==> src/rtl/interval_timer.sv <==
module interval_timer #(
  parameter int DW = 8,
  parameter int PW = 7
) (
  input  logic          clk,
  input  logic          rst_n,
  input  logic          wr_en,
  input  logic          rd_en,
  input  logic          addr,
  input  logic [DW-1:0] wdata,
  output logic [DW-1:0] rdata,
  output logic          irq
);
  logic [PW-1:0] pre_q;
  logic [DW-1:0] cnt_q;
  logic          flag_q, mask_q;
  logic [2:0]    ratio_q;

  wire cnt_wr = wr_en && !addr;
  wire ctl_wr = wr_en && addr;

  logic [PW-1:0] tap_mask;
  assign tap_mask = PW'((16'd1 << ratio_q) - 16'd1);

  wire tick     = (pre_q & tap_mask) == tap_mask;
  wire hit_zero = tick && !cnt_wr && (cnt_q == DW'(1));

  always_ff @(posedge clk or negedge rst_n) begin
    if (!rst_n) begin
      pre_q   <= '0;
      cnt_q   <= '0;
      flag_q  <= 1'b0;
      mask_q  <= 1'b1;
      ratio_q <= 3'b100;
    end else begin
      pre_q <= (ctl_wr && wdata[3]) ? '0 : pre_q + PW'(1);
      if (cnt_wr)    cnt_q <= wdata;
      else if (tick) cnt_q <= cnt_q - DW'(1);
      if (hit_zero)                   flag_q <= 1'b1;
      else if (ctl_wr && !wdata[7])   flag_q <= 1'b0;
      if (ctl_wr) begin
        mask_q  <= wdata[6];
        ratio_q <= wdata[2:0];
      end
    end
  end

  wire [DW-1:0] ctrl_view = {flag_q, mask_q, {(DW-5){1'b0}}, ratio_q};

  assign rdata = !rd_en ? '0 : (addr ? ctrl_view : cnt_q);
  assign irq   = flag_q && !mask_q;
endmodule

==> config.mk <==
export PLATFORM = sky130hd
export DESIGN_NAME = interval_timer
export DESIGN_NICKNAME = d
export VERILOG_FILES = /design/src/rtl/interval_timer.sv
export SDC_FILE = /design/constraint.sdc
export NUM_CORES = 1
export LEC_CHECK = 0
export ABC_AREA = 1
export BUFFER_PORTS_ARGS = -buffer_cell sky130_fd_sc_hd__buf_2
export CORE_MARGIN = 4
export CORE_UTILIZATION = 45
export DETAILED_ROUTE_END_ITERATION = 12
export GPL_ROUTABILITY_DRIVEN = 0
export PLACE_DENSITY = 0.68
export SLEW_MARGIN = 15
export SYNTH_ARGS = -nofsm -noshare
export SYNTH_HDL_FRONTEND = slang
export SYNTH_SLANG_ARGS = --single-unit
==> constraint.sdc <==
create_clock -name clk -period 1.4 [get_ports clk]
set_input_delay 0.28 -clock clk [delete_from_list [all_inputs] [get_ports clk]]
set_output_delay 0.28 -clock clk [all_outputs]
set_load 0.01 [all_outputs]
==> results.md, run 1 <==
Power and ir drop:
- The leakage power of the design is between 0.8 and 0.9 nW.
- Of the total power, the share spent switching nets is a little over two fifths.
- The share of total power dissipated in the clock network is approximately an eighth.
- The combinational share of power is ~50%.
- Across the VDD grid, the largest voltage drop is approximately 0.0012 V.
- The power dissipated by switching net loads is between 0.001 and 0.0015 W.
- The power per cell area is ~1700 nW/um2.
- Sequential cells account for between 30% and 40% of the total power.
- The internal cell power is 0.00150 W.

Cells and area:
- Cells with a size suffix above 1 make up 30.0% of the layout.
- Compared with the post-synthesis result, the final layout area differs by 25.4%.
- The utilization of the core after routing is 61.7%.
- The layout net count is 230.
- After the flow finishes, the layout carries non-filler instances totaling about 240.
- The number of antenna diodes is 0.

Timing:
- The top achievable clock speed is ~690 MHz.
- The final setup skew is ~0.010 ns.
- The max-slew violation count is 0.
- The number of endpoints with negative hold slack in the final report was 0.
- The final count of negative-setup-slack endpoints is 4.
- The minimum setup slack in the final design is -0.0404 ns.
- The worst slew slack as a fraction of its limit is about two thirds.
- The sum of negative setup slack is -0.0855 ns.
- After layout, the minimum clock period comes to approximately 1.4 ns.
- The minimum hold slack is ~0.23 ns.
- Setup repair after global routing could not meet its margin everywhere.
- At the pin with the least slew margin, the transition time is ~0.48 ns.
- The portion of the clock cycle consumed by the worst path in the final layout is 103%.

Floorplanning:
- The die span in y is 61.0 um.
- The initial cell density of the core is 49.2%.
- The floorplan step defined a die boundary enclosing around 3700 um2.
- The site row count is 18.
- The placeable core region is between 2000 and 3000 um2.
- The floorplan step set the die width to slightly above 60 um.
- For this design the top-level I/O count stands at 22.

Global route:
- The remaining global-route overflow is 0.
- The via count of the first global-routing pass was between 1000 and 1500.
- Entering global routing, the biggest net connects 21 pins.
- The wire length of the first global-routing pass is 5.08 mm.
- Global routing used between 10% and 20% of the available tracks across all layers.
- The number of antenna violations at the first check in global routing is 0.

Run status:
- The final reports fail on negative setup slack.
- The flow ran to the end, but the final reports show violations.

Drt:
- The number of design rule violations left after detail routing is 0.
- In this run, the number of DRC markers left after iteration 0 of detailed routing was 84.
- Detailed routing inserted a total of about 1300 vias.
- The total wire length after detailed routing is around 3.3 mm.
- Before antenna repair, the detailed router went through 4 iterations.
- The wire length per cell after detailed routing is between 10 and 15 um.
- The detailed-route vias per instance is about 5.3.
- The antenna violation net count after detailed routing is 0.

Clock tree:
- For the worst-skew pair, the clock arrives at the later sink with an insertion delay of around 0.3 ns.
- The clock tree from TritonCTS is done.
- In this run the clock root is driven by a clkbuf_4.
- Counting every sink on the clock net gives 20.
- The clock buffer count from CTS is 3.
- The CTS clock-pin slew for the worst setup and hold paths is approximately 0.11 ns.
- The H-tree level count is 1.
- The largest buffer count on any clock path is 2.

Setup path:
- At the worst endpoint, the arrival time is 1.16 ns.
- STA classifies the critical path startpoint as a flip-flop.
- The critical path class is reg2out.
- The largest fanout on the critical path is 2.
- The required time of the critical path is 1.12 ns.
- The endpoint type of the worst setup path is an output port.

Run:
- The tool flagged a number of max-cap violations equal to 0.

Synth:
- During synthesis, Yosys emitted a total of 0 warnings.
- The sequential share of the synthesized area is roughly 40%.
- The netlist area before placement is 1260 um2.
- In this run, distinct cell masters in the synthesized netlist total 23.
- In this run, synthesis produced a sequential element count of 20.
- The number of nets in the synthesized netlist is about 190.
- The post-synthesis average cell area is slightly above 7 um2.
- The instance count of the mapped netlist is roughly 180.

Placement:
- The half-perimeter wire length after placement is around 2.2 mm.
- The count of buffers inserted at the top-level ports is 21.
- The number of placed cells counting well taps is between 200 and 250.

Hold path:
- The tightest min-delay check is of the in2reg type.
[metrics by stage]
stage                     cell area (um2)  total power, W  worst slack (ns)
after CTS                            1470         0.00240           -0.0644
after global routing                 1590         0.00289            -0.123
after floorplan                      1260         0.00174             0.265
after global placement               1400         0.00199             0.156
after detailed placement             1400         0.00201             0.132
final                                1590         0.00265           -0.0404
[final timing paths]
path                             from    endpoint  slack, ns  cells past startpoint
setup / recovery           ratio_q[2]    rdata[2]      -0.04                      3
hold / removal               wdata[2]  ratio_q[2]       0.23                      3
setup reg to reg             cnt_q[1]    cnt_q[5]       0.07                      8
hold reg to reg              pre_q[6]    pre_q[6]       0.47                      1
max in group asynchronous       rst_n  ratio_q[2]       0.59                      2
min in group asynchronous       rst_n    cnt_q[7]       0.45                      2
[metal layers]
layer | track usage [%] | part of all wire [%] | vias to the layer above
li1 | - | - | 646
met1 | 25.7 | 47 | 601
met2 | 27.5 | 45 | 47
met3 | 4.04 | 6.7 | 4
met4 | 8.36 | 1.2 | 0
met5 | 0 | 0 | -
[cells in the final DEF, fill, tap and decap left out]
| cell type | n |
|---|---|
| nand3_1 | 21 |
| dfstp_2 | 2 |
| a21oi_1 | 10 |
| buf_2 | 21 |
| xnor2_1 | 1 |
| nand2_8 | 3 |
| nor2_2 | 3 |
| o21ai_2 | 3 |
| dlygate4sd3_1 | 1 |
| nand2_2 | 3 |
| mux2_2 | 2 |
| inv_1 | 18 |
| buf_4 | 9 |
| nand2_1 | 51 |
| inv_2 | 5 |
| ha_1 | 1 |
| nor2_1 | 14 |
| dfrtp_2 | 2 |
| dfrtp_1 | 16 |
| a31oi_1 | 1 |
| ha_4 | 1 |
| a21oi_2 | 1 |
| clkbuf_8 | 1 |
| inv_4 | 1 |
| nand2_4 | 1 |
| nand4_1 | 2 |
| nand3_2 | 2 |
| nor3_1 | 1 |
| ha_2 | 1 |
| clkbuf_4 | 3 |
| o21ai_0 | 8 |
| o21ai_1 | 4 |
[cell usage after synthesis (all sizes together)]
master	number	area share (%)
dfrtp	18	36
dfstp	2	4.2
buf	1	0.89
nor3	1	0.40
mux2	2	1.8
a31oi	1	0.50
xnor2	1	0.69
nand3	23	9.5
nand4	2	0.99
nor2	17	5.2
o21ai	15	5.9
a21oi	11	4.4
inv	24	7.3
ha	3	3.0
nand2	57	20
[sequential cells by signal, summed over array words and instances, names as in the netlist]
register  count
mask_q        1
pre_q         7
ratio_q       3
flag_q        1
cnt_q         8
[cells by family after synthesis]
| group | Yosys count | synth area share [%] |
|---|---|---|
| mux | 2 | 1.78 |
| compound gates | 27 | 10.8 |
| fa+ha+maj | 3 | 2.97 |
| flops | 20 | 39.8 |
| xor+xnor | 1 | 0.693 |
| buf+inv | 25 | 8.22 |
| simple gates | 100 | 35.7 |
[cell type report]
| class | count | area, um2 |
|---|---|---|
| Fill cell | 239 | 982 |
| Multi-Input combinational cell | 134 | 731 |
| Sequential cell | 20 | 505 |
| Timing Repair Buffer | 31 | 183 |
| Inverter | 24 | 92.6 |
| Tap cell | 30 | 37.5 |
| Clock buffer | 4 | 36.3 |
[worst max-delay path, cell delays in order, from the launching register on]
cell and delay [ns]:
dfstp_2 0.55, o21ai_2 0.06, a21oi_2 0.11, buf_2 0.15
[power by group through the flow]
| stage | Sequential, W | Combinational [W] | Clock (W) |
|---|---|---|---|
| floorplan | 0.000944 | 0.000796 | 0 |
| global placement | 0.000992 | 0.000997 | 0 |
| detailed placement | 0.00100 | 0.00101 | 0 |
| CTS | 0.000975 | 0.00108 | 0.000351 |
| global route | 0.00101 | 0.00151 | 0.000374 |
| finish | 0.000979 | 0.00133 | 0.000341 |
[repair_timing]
| action | 4_1_cts | 5_1_grt |
|---|---|---|
| endpoints found under the hold margin | 18 | 0 |
| pin swaps | 1 | 5 |
| gates resized for setup | 3 | 22 |
| endpoints found under the setup margin | 4 | 17 |
| gates cloned | 0 | 1 |
| buffers inserted | 4 | 5 |
| hold buffers | 1 | 0 |
(Power assumes the default switching activity.)
==> run 2: changes to the inputs <==
- CORE_MARGIN: 4 -> 2
==> run 2 against run 1 <==
  * The flow still finishes with violations (negative setup slack)
  * Clock skew decreased by 0.0073 ns
  * Utilization fell by 3.1 points
  * Critical path depth stayed put
  * Clock power grew 49%
  * Worst hold slack worse by 0.026 ns
  * Routed wire length fell by 1.7%
  * Cell area is 0.32% higher
  * Critical path type unchanged
  * Highest routed layer unchanged
==> results.md, run 2 (same netlist as run 1, synthesis figures left out) <==
Run status:
- The run finished, with violations left.
- The final reports fail on negative setup slack.

Power and ir drop:
- The power per cell area is 1770 nW/um2 (+5.9%).
- The clock group share of total power is 18.1% (+5.2 points).
- The sequential share of power is 34.7% (-2.3 points).
- The combinational share of power came to 47.2% (-3.0 points).
- The internal cell power is 0.00164 W (+9.6%).
- The largest voltage drop on the vdd net is 0.00116 V (-1.3%).
- The leakage power of the design came to 0.853 nW (+2.5%).
- The power dissipated by switching net loads is 0.00117 W (+1.7%).
- The switching part of the total power is 41.7% (-1.8 points).

Cells and area:
- The number of flip-flops under the largest register name is 8 (unchanged).
- The number of fill cells in the layout is 263 (+10%).
- The library cells used most frequently in the layout, excluding fill and tap cells, are nand2_1, nand3_1, buf_2.
- The largest registers in the layout are cnt_q: 8 flops, pre_q: 7 flops, ratio_q: 3 flops.
- The number of antenna diodes is 0 (unchanged).
- The share of cells above drive strength 1 came to 28.4% (-1.7 points).
- The combined area of the multi-input logic cells came to 706 um2 (-3.4%).
- The utilization of the core after routing was 58.7% (-3.1 points).
- Counting flops per register, the top entry is cnt_q.
- The library cell used most frequently in the layout, excluding fill and tap cells, is nand2_1.
- The layout net count was 232 (+0.87%).
- The final instance count without filler cells is 246 (+1.2%).
- The synthesis-to-finish area growth is 25.8%.
- The area taken by flip-flops and latches is 503 um2 (-0.50%).
- The total non-filler cell area in the finished layout is 1590 um2 (+0.32%).

Global route:
- The remaining global-route overflow is 0 (unchanged).
- The pin count of the biggest net entering global routing is 21 (unchanged).
- The wire length of the first global-routing pass is 5.24 mm (+3.3%).
- The aggregate global-route resource usage is 20.6% (+2.1 points).
- The number of antenna violations at the first check in global routing came to 0 (unchanged).
- The via count of the first global-routing pass is 1161 (-2.0%).

Floorplanning:
- The I/O pin count is 22 (unchanged).
- The site row count is 19 (+1).
- The die span in x is 57.0 um (-6.6%).
- The die span in y was 57.0 um (-6.6%).
- The total die area is 3250 um2 (-13%).
- The initial cell density of the core came to 46.6% (-2.6 points).
- The placeable core region was 2710 um2 (+5.6%).

Timing:
- The max-slew violation count is 0 (unchanged).
- The minimum setup slack in the final design is -0.132 ns (-0.0914 ns).
- Setup repair after global routing could not meet its margin everywhere.
- The final count of negative-setup-slack endpoints is 4 (unchanged).
- The number of endpoints with negative hold slack in the final report is 0 (unchanged).
- The final setup skew is 0.00292 ns (-0.00732 ns).
- The transition time at the pin with the least slew margin is 0.465 ns (-0.0104 ns).
- The minimum clock period is 1.53 ns (+0.0914 ns).
- The top achievable clock speed came to 653 MHz (-6.0%).
- The portion of the clock cycle consumed by the worst path in the final layout was 109% (+6.5 points).
- The worst slew slack as a fraction of its limit is 69.0% (+0.69 points).

Run:
- The number of max-cap violations was 0 (unchanged).

Drt:
- The number of design rule violations left after detail routing is 0 (unchanged).
- The detailed-route vias per instance is 5.32 (-0.38%).
- The antenna violation net count after detailed routing is 0 (unchanged).
- The wire length per cell after detailed routing is 13.0 um (-2.9%).
- The via total after detailed routing is 1309 (+0.85%).
- The number of optimization iterations in the first detailed-route pass is 4 (unchanged).
- The first-iteration detailed-routing DRC count is 59 (-30%).
- The total wire length after detailed routing is 3.21 mm (-1.7%).

Setup path:
- The required time of the critical path is 1.12 ns (about the same).
- The worst setup path is captured at an output port.
- The slack of the worst reg-to-reg path was 0.08 ns (about the same).
- The critical path launch point type is a flip-flop.
- The arrival time at the worst endpoint is 1.25 ns (+0.09 ns).
- The largest fanout on the critical path is 2 (unchanged).
- By startpoint and endpoint, the worst setup path is classified as reg2out.

Placement:
- The post-placement cell area is 1400 um2 (about the same).
- The number of placed cells counting well taps came to 229 (+0.44%).
- The count of buffers inserted at the top-level ports came to 21 (unchanged).
- The half-perimeter wire length after placement is 2.15 mm (-2.9%).

Clock tree:
- The H-tree level count came to 1 (unchanged).
- TritonCTS built the clock tree.
- The largest buffer count on any clock path came to 2 (unchanged).
- The CTS clock-pin slew for the worst setup and hold paths was 0.14 ns (+0.03 ns).
- The number of sinks on the clock net is 20 (unchanged).
- The clock buffer count from CTS was 3 (unchanged).
- The insertion delay to the later sink of the worst-skew pair is 0.32 ns (+0.02 ns).
- CTS placed an instance of clkbuf_4 at the clock tree root.

Hold path:
- The path class of the tightest hold or removal check is in2reg.
run 2: metal layers:
layer | track usage [%] | wire (um)
met1 | 31.1 | 1580
met2 | 30.5 | 1400
met3 | 2.72 | 188
met4 | 7.31 | 40
met5 | 0 | 0
run 2: stage by stage:
stage	total power [W]	setup slack (ns)	setup TNS (ns)	hold WS, ns
floorplan	0.00174	0.265	0	-0.0156
global placement	0.00199	0.141	0	0.263
detailed placement	0.00202	0.0871	0	0.267
CTS	0.00257	-0.104	-0.219	0.204
global route	0.00306	-0.165	-0.488	0.210
finish	0.00281	-0.132	-0.223	0.203
run 2: power by group through the flow:
stage | registers (W) | logic (W) | clock network [W]
after floorplan | 0.000944 | 0.000796 | 0
after global placement | 0.000996 | 0.000994 | 0
after detailed placement | 0.00101 | 0.00101 | 0
after CTS | 0.000976 | 0.00109 | 0.000505
after global routing | 0.00100 | 0.00153 | 0.000530
final | 0.000977 | 0.00133 | 0.000509
run 2: path summary, 6_finish.rpt:
kind,to,depth (start not counted),start
max in group asynchronous,mask_q,2,rst_n
worst min register to register,pre_q[6],1,pre_q[6]
worst min-delay path,mask_q,2,wdata[6]
worst max register to register,cnt_q[0],8,ratio_q[1]
worst max-delay path,rdata[2],3,ratio_q[2]
min in group asynchronous,cnt_q[3],2,rst_n
run 2: cell type report:
| class | instances | share of cell area, % |
|---|---|---|
| clock buffer | 3 | 1.42 |
| clock inverter | 1 | 1.89 |
| inverter | 24 | 5.82 |
| multi-input combinational | 134 | 44.4 |
| sequential | 20 | 31.6 |
| tap | 31 | 2.44 |
| timing repair buffer | 33 | 12.4 |
run 2: critical path: stages, from the launching register on:
cell and delay [ns]:
dfstp_2 0.56, o21ai_1 0.06, a21oi_1 0.16, buf_2 0.16
run 2: what timing repair did:
item	4_1_cts	5_1_grt
gates resized for setup	2	15
cloned	0	1
hold buffers	1	0
pin swaps	2	5
setup endpoints to repair	5	17
buffers inserted	4	7
hold endpoints to repair	18	0
==> run 3: changes to the inputs <==
- clock period: 1.4 -> 1.6 ns (I/O delays scaled with it)
==> run 3 against run 2 <==
  * The run now ends clean
  * Clock power shrank 16%
  * Worst hold slack gained 0.046 ns
  * Sequential cell count is the same
  * Combinational power shrank 32%
  * Global-route usage shrank 1.7 points
  * Critical path depth is the same
  * Total power shrank 22%
  * Register-to-register slack gained 0.21 ns
  * Routed wire length shrank 10%
  * Critical path type unchanged
==> results.md, run 3 (same netlist as run 1, synthesis figures left out) <==
Cells and area:
- The share of cells above drive strength 1 is 18.6% (-9.7 points).
- The area taken by flip-flops and latches is 503 um2 (unchanged).
- The number of fill cells in the layout is 275 (+4.6%).
- The combined area of the multi-input logic cells was 657 um2 (-6.9%).
- The number of antenna diodes is 0 (unchanged).
- Counting flops per register, the top entry is cnt_q.
- The largest registers in the layout are cnt_q: 8 flops, pre_q: 7 flops, ratio_q: 3 flops.
- The total non-filler cell area in the finished layout is 1470 um2 (-7.8%).
- Relative to the synthesized area, the layout overhead comes to 16.0%.
- The number of flip-flops under the largest register name is 8 (unchanged).
- The layout net count is 221 (-4.7%).
- The utilization of the core after routing came to 54.1% (-4.6 points).
- The most common cell after layout, fill and taps aside is nand2_1.
- In the layout the commonest cells are nand2_1, inv_1, nand3_1.

Clock tree:
- TritonCTS built the clock tree.
- The CTS clock-pin slew for the worst setup and hold paths was 0.12 ns (-0.02 ns).
- The number of sinks on the clock net came to 20 (unchanged).
- The root buffer cell is clkbuf_4.
- The insertion delay to the later sink of the worst-skew pair is 0.31 ns (about the same).
- The H-tree level count is 1 (unchanged).
- The clock buffer count from CTS is 3 (unchanged).
- The largest buffer count on any clock path came to 2 (unchanged).

Floorplanning:
- The I/O pin count is 22 (unchanged).
- The placeable core region was 2710 um2 (unchanged).
- The initial cell density of the core is 46.6% (unchanged).
- The die span in x is 57.0 um (unchanged).
- The die span in y is 57.0 um (unchanged).
- The total die area is 3250 um2 (unchanged).
- The site row count is 19 (unchanged).

Global route:
- The wire length of the first global-routing pass came to 4.83 mm (-7.9%).
- The remaining global-route overflow is 0 (unchanged).
- The number of antenna violations at the first check in global routing came to 0 (unchanged).
- The pin count of the biggest net entering global routing is 21 (unchanged).
- The aggregate global-route resource usage is 19.0% (-1.7 points).
- The via count of the first global-routing pass was 1114 (-4.0%).

Placement:
- The count of buffers inserted at the top-level ports is 21 (unchanged).
- The half-perimeter wire length after placement is 2.14 mm (-0.20%).
- The post-placement cell area came to 1400 um2 (unchanged).

Run status:
- The run finished with clean final reports.

Setup path:
- The required time of the critical path is 1.28 ns (+0.16 ns).
- The arrival time at the worst endpoint came to 1.23 ns (-0.02 ns).
- The worst reg-to-reg path cell count is 7 (-1).
- The worst setup path is captured at an output port.
- The largest fanout on the critical path is 3 (+1).
- The critical path launch point type is a flip-flop.
- The critical path class is reg2out.

Timing:
- The transition time at the pin with the least slew margin is 0.456 ns (-0.00903 ns).
- Based on the critical path, the design can be clocked at up to 646 MHz.
- Setup repair after global routing left no endpoint under its margin.
- The final setup skew is 0.00109 ns (-0.00183 ns).
- The final count of negative-setup-slack endpoints was 0 (-4).
- The portion of the clock cycle consumed by the worst path in the final layout is between 90 and 100%.
- The max-slew violation count is 0 (unchanged).
- The sum of negative setup slack is 0 ns (+0.223 ns).
- The worst slew slack as a fraction of its limit is 69.6% (+0.60 points).
- The number of endpoints with negative hold slack in the final report is 0 (unchanged).
- The minimum clock period is roughly 1.5 ns.

Drt:
- The antenna violation net count after detailed routing came to 0 (unchanged).
- The total wire length after detailed routing came to 2.89 mm (-10%).
- The first-iteration detailed-routing DRC count is 45 (-24%).
- The number of optimization iterations in the first detailed-route pass was 4 (unchanged).
- The detailed-route vias per instance is 5.36 (+0.68%).
- The via total after detailed routing is 1259 (-3.8%).
- The wire length per cell after detailed routing is 12.3 um (-5.8%).
- The number of design rule violations left after detail routing is 0 (unchanged).

Run:
- The number of max-cap violations came to 0 (unchanged).

Power and ir drop:
- The power per cell area is 1500 nW/um2 (-15%).
- The largest voltage drop on the vdd net is 0.000836 V (-28%).
- The leakage power of the design was 0.803 nW (-5.8%).
- The overall power of the completed layout came to 0.00220 W (-22%).

Hold path:
- In this run the worst hold path is classified as in2reg.
- The hold-critical path depth is 2 (unchanged).
-- run 3: cell count changes in the layout (fill, tap and decap cells not counted), sizes merged --
cell / previous run / this run
buf: 32 / 22
nand2: 58 / 57
-- run 3: area by class of cell --
| class | instances | share of cell area, % |
|---|---|---|
| clock inverter | 1 | 2.05 |
| tap | 31 | 2.65 |
| multi-input combinational | 133 | 44.8 |
| timing repair buffer | 23 | 8.36 |
| sequential | 20 | 34.3 |
| clock buffer | 3 | 1.54 |
| inverter | 24 | 6.31 |
-- run 3: per-stage QoR --
stage,instances,hold WS [ns],setup WS (ns)
global route,235,0.255,0.0116
finish,235,0.249,0.0512
floorplan,178,0.0244,0.465
CTS,234,0.249,0.0339
global placement,229,0.302,0.338
detailed placement,229,0.295,0.336
-- run 3: worst max-delay path, cell delays in order, from the launching register on --
cell and delay (ns):
dfstp_2 0.57, o21ai_1 0.07, a21oi_1 0.12, buf_2 0.15
-- run 3: power by group --
part	total, W	switching [W]	internal (W)
registers	0.000871	0.000194	0.000677
logic	0.000901	0.000550	0.000351
clock network	0.000426	0.000172	0.000254
-- run 3: final timing paths --
check	from	end	slack (ns)
max in group asynchronous	rst_n	mask_q	0.79
min in group asynchronous	rst_n	pre_q[6]	0.47
setup / recovery	ratio_q[2]	rdata[2]	0.05
hold / removal	wdata[6]	mask_q	0.25
hold reg to reg	pre_q[6]	pre_q[6]	0.48
setup reg to reg	ratio_q[1]	cnt_q[1]	0.29
-- run 3: repair_timing --
item / in CTS / in global routing
endpoints found under the setup margin: 0 / 2
setup buffers: 0 / 1
gates resized for setup: 0 / 2
hold buffers: 1 / 0
hold endpoints to repair: 18 / 0
-- run 3: metal layers --
| metal | GRT usage, % | routed length (um) | part of all wire, % |
|---|---|---|---|
| met1 | 27.0 | 1430 | 49 |
| met2 | 28.7 | 1230 | 42 |
| met3 | 2.72 | 192 | 6.6 |
| met4 | 8.64 | 44 | 1.5 |
| met5 | 0 | 0 | 0 |
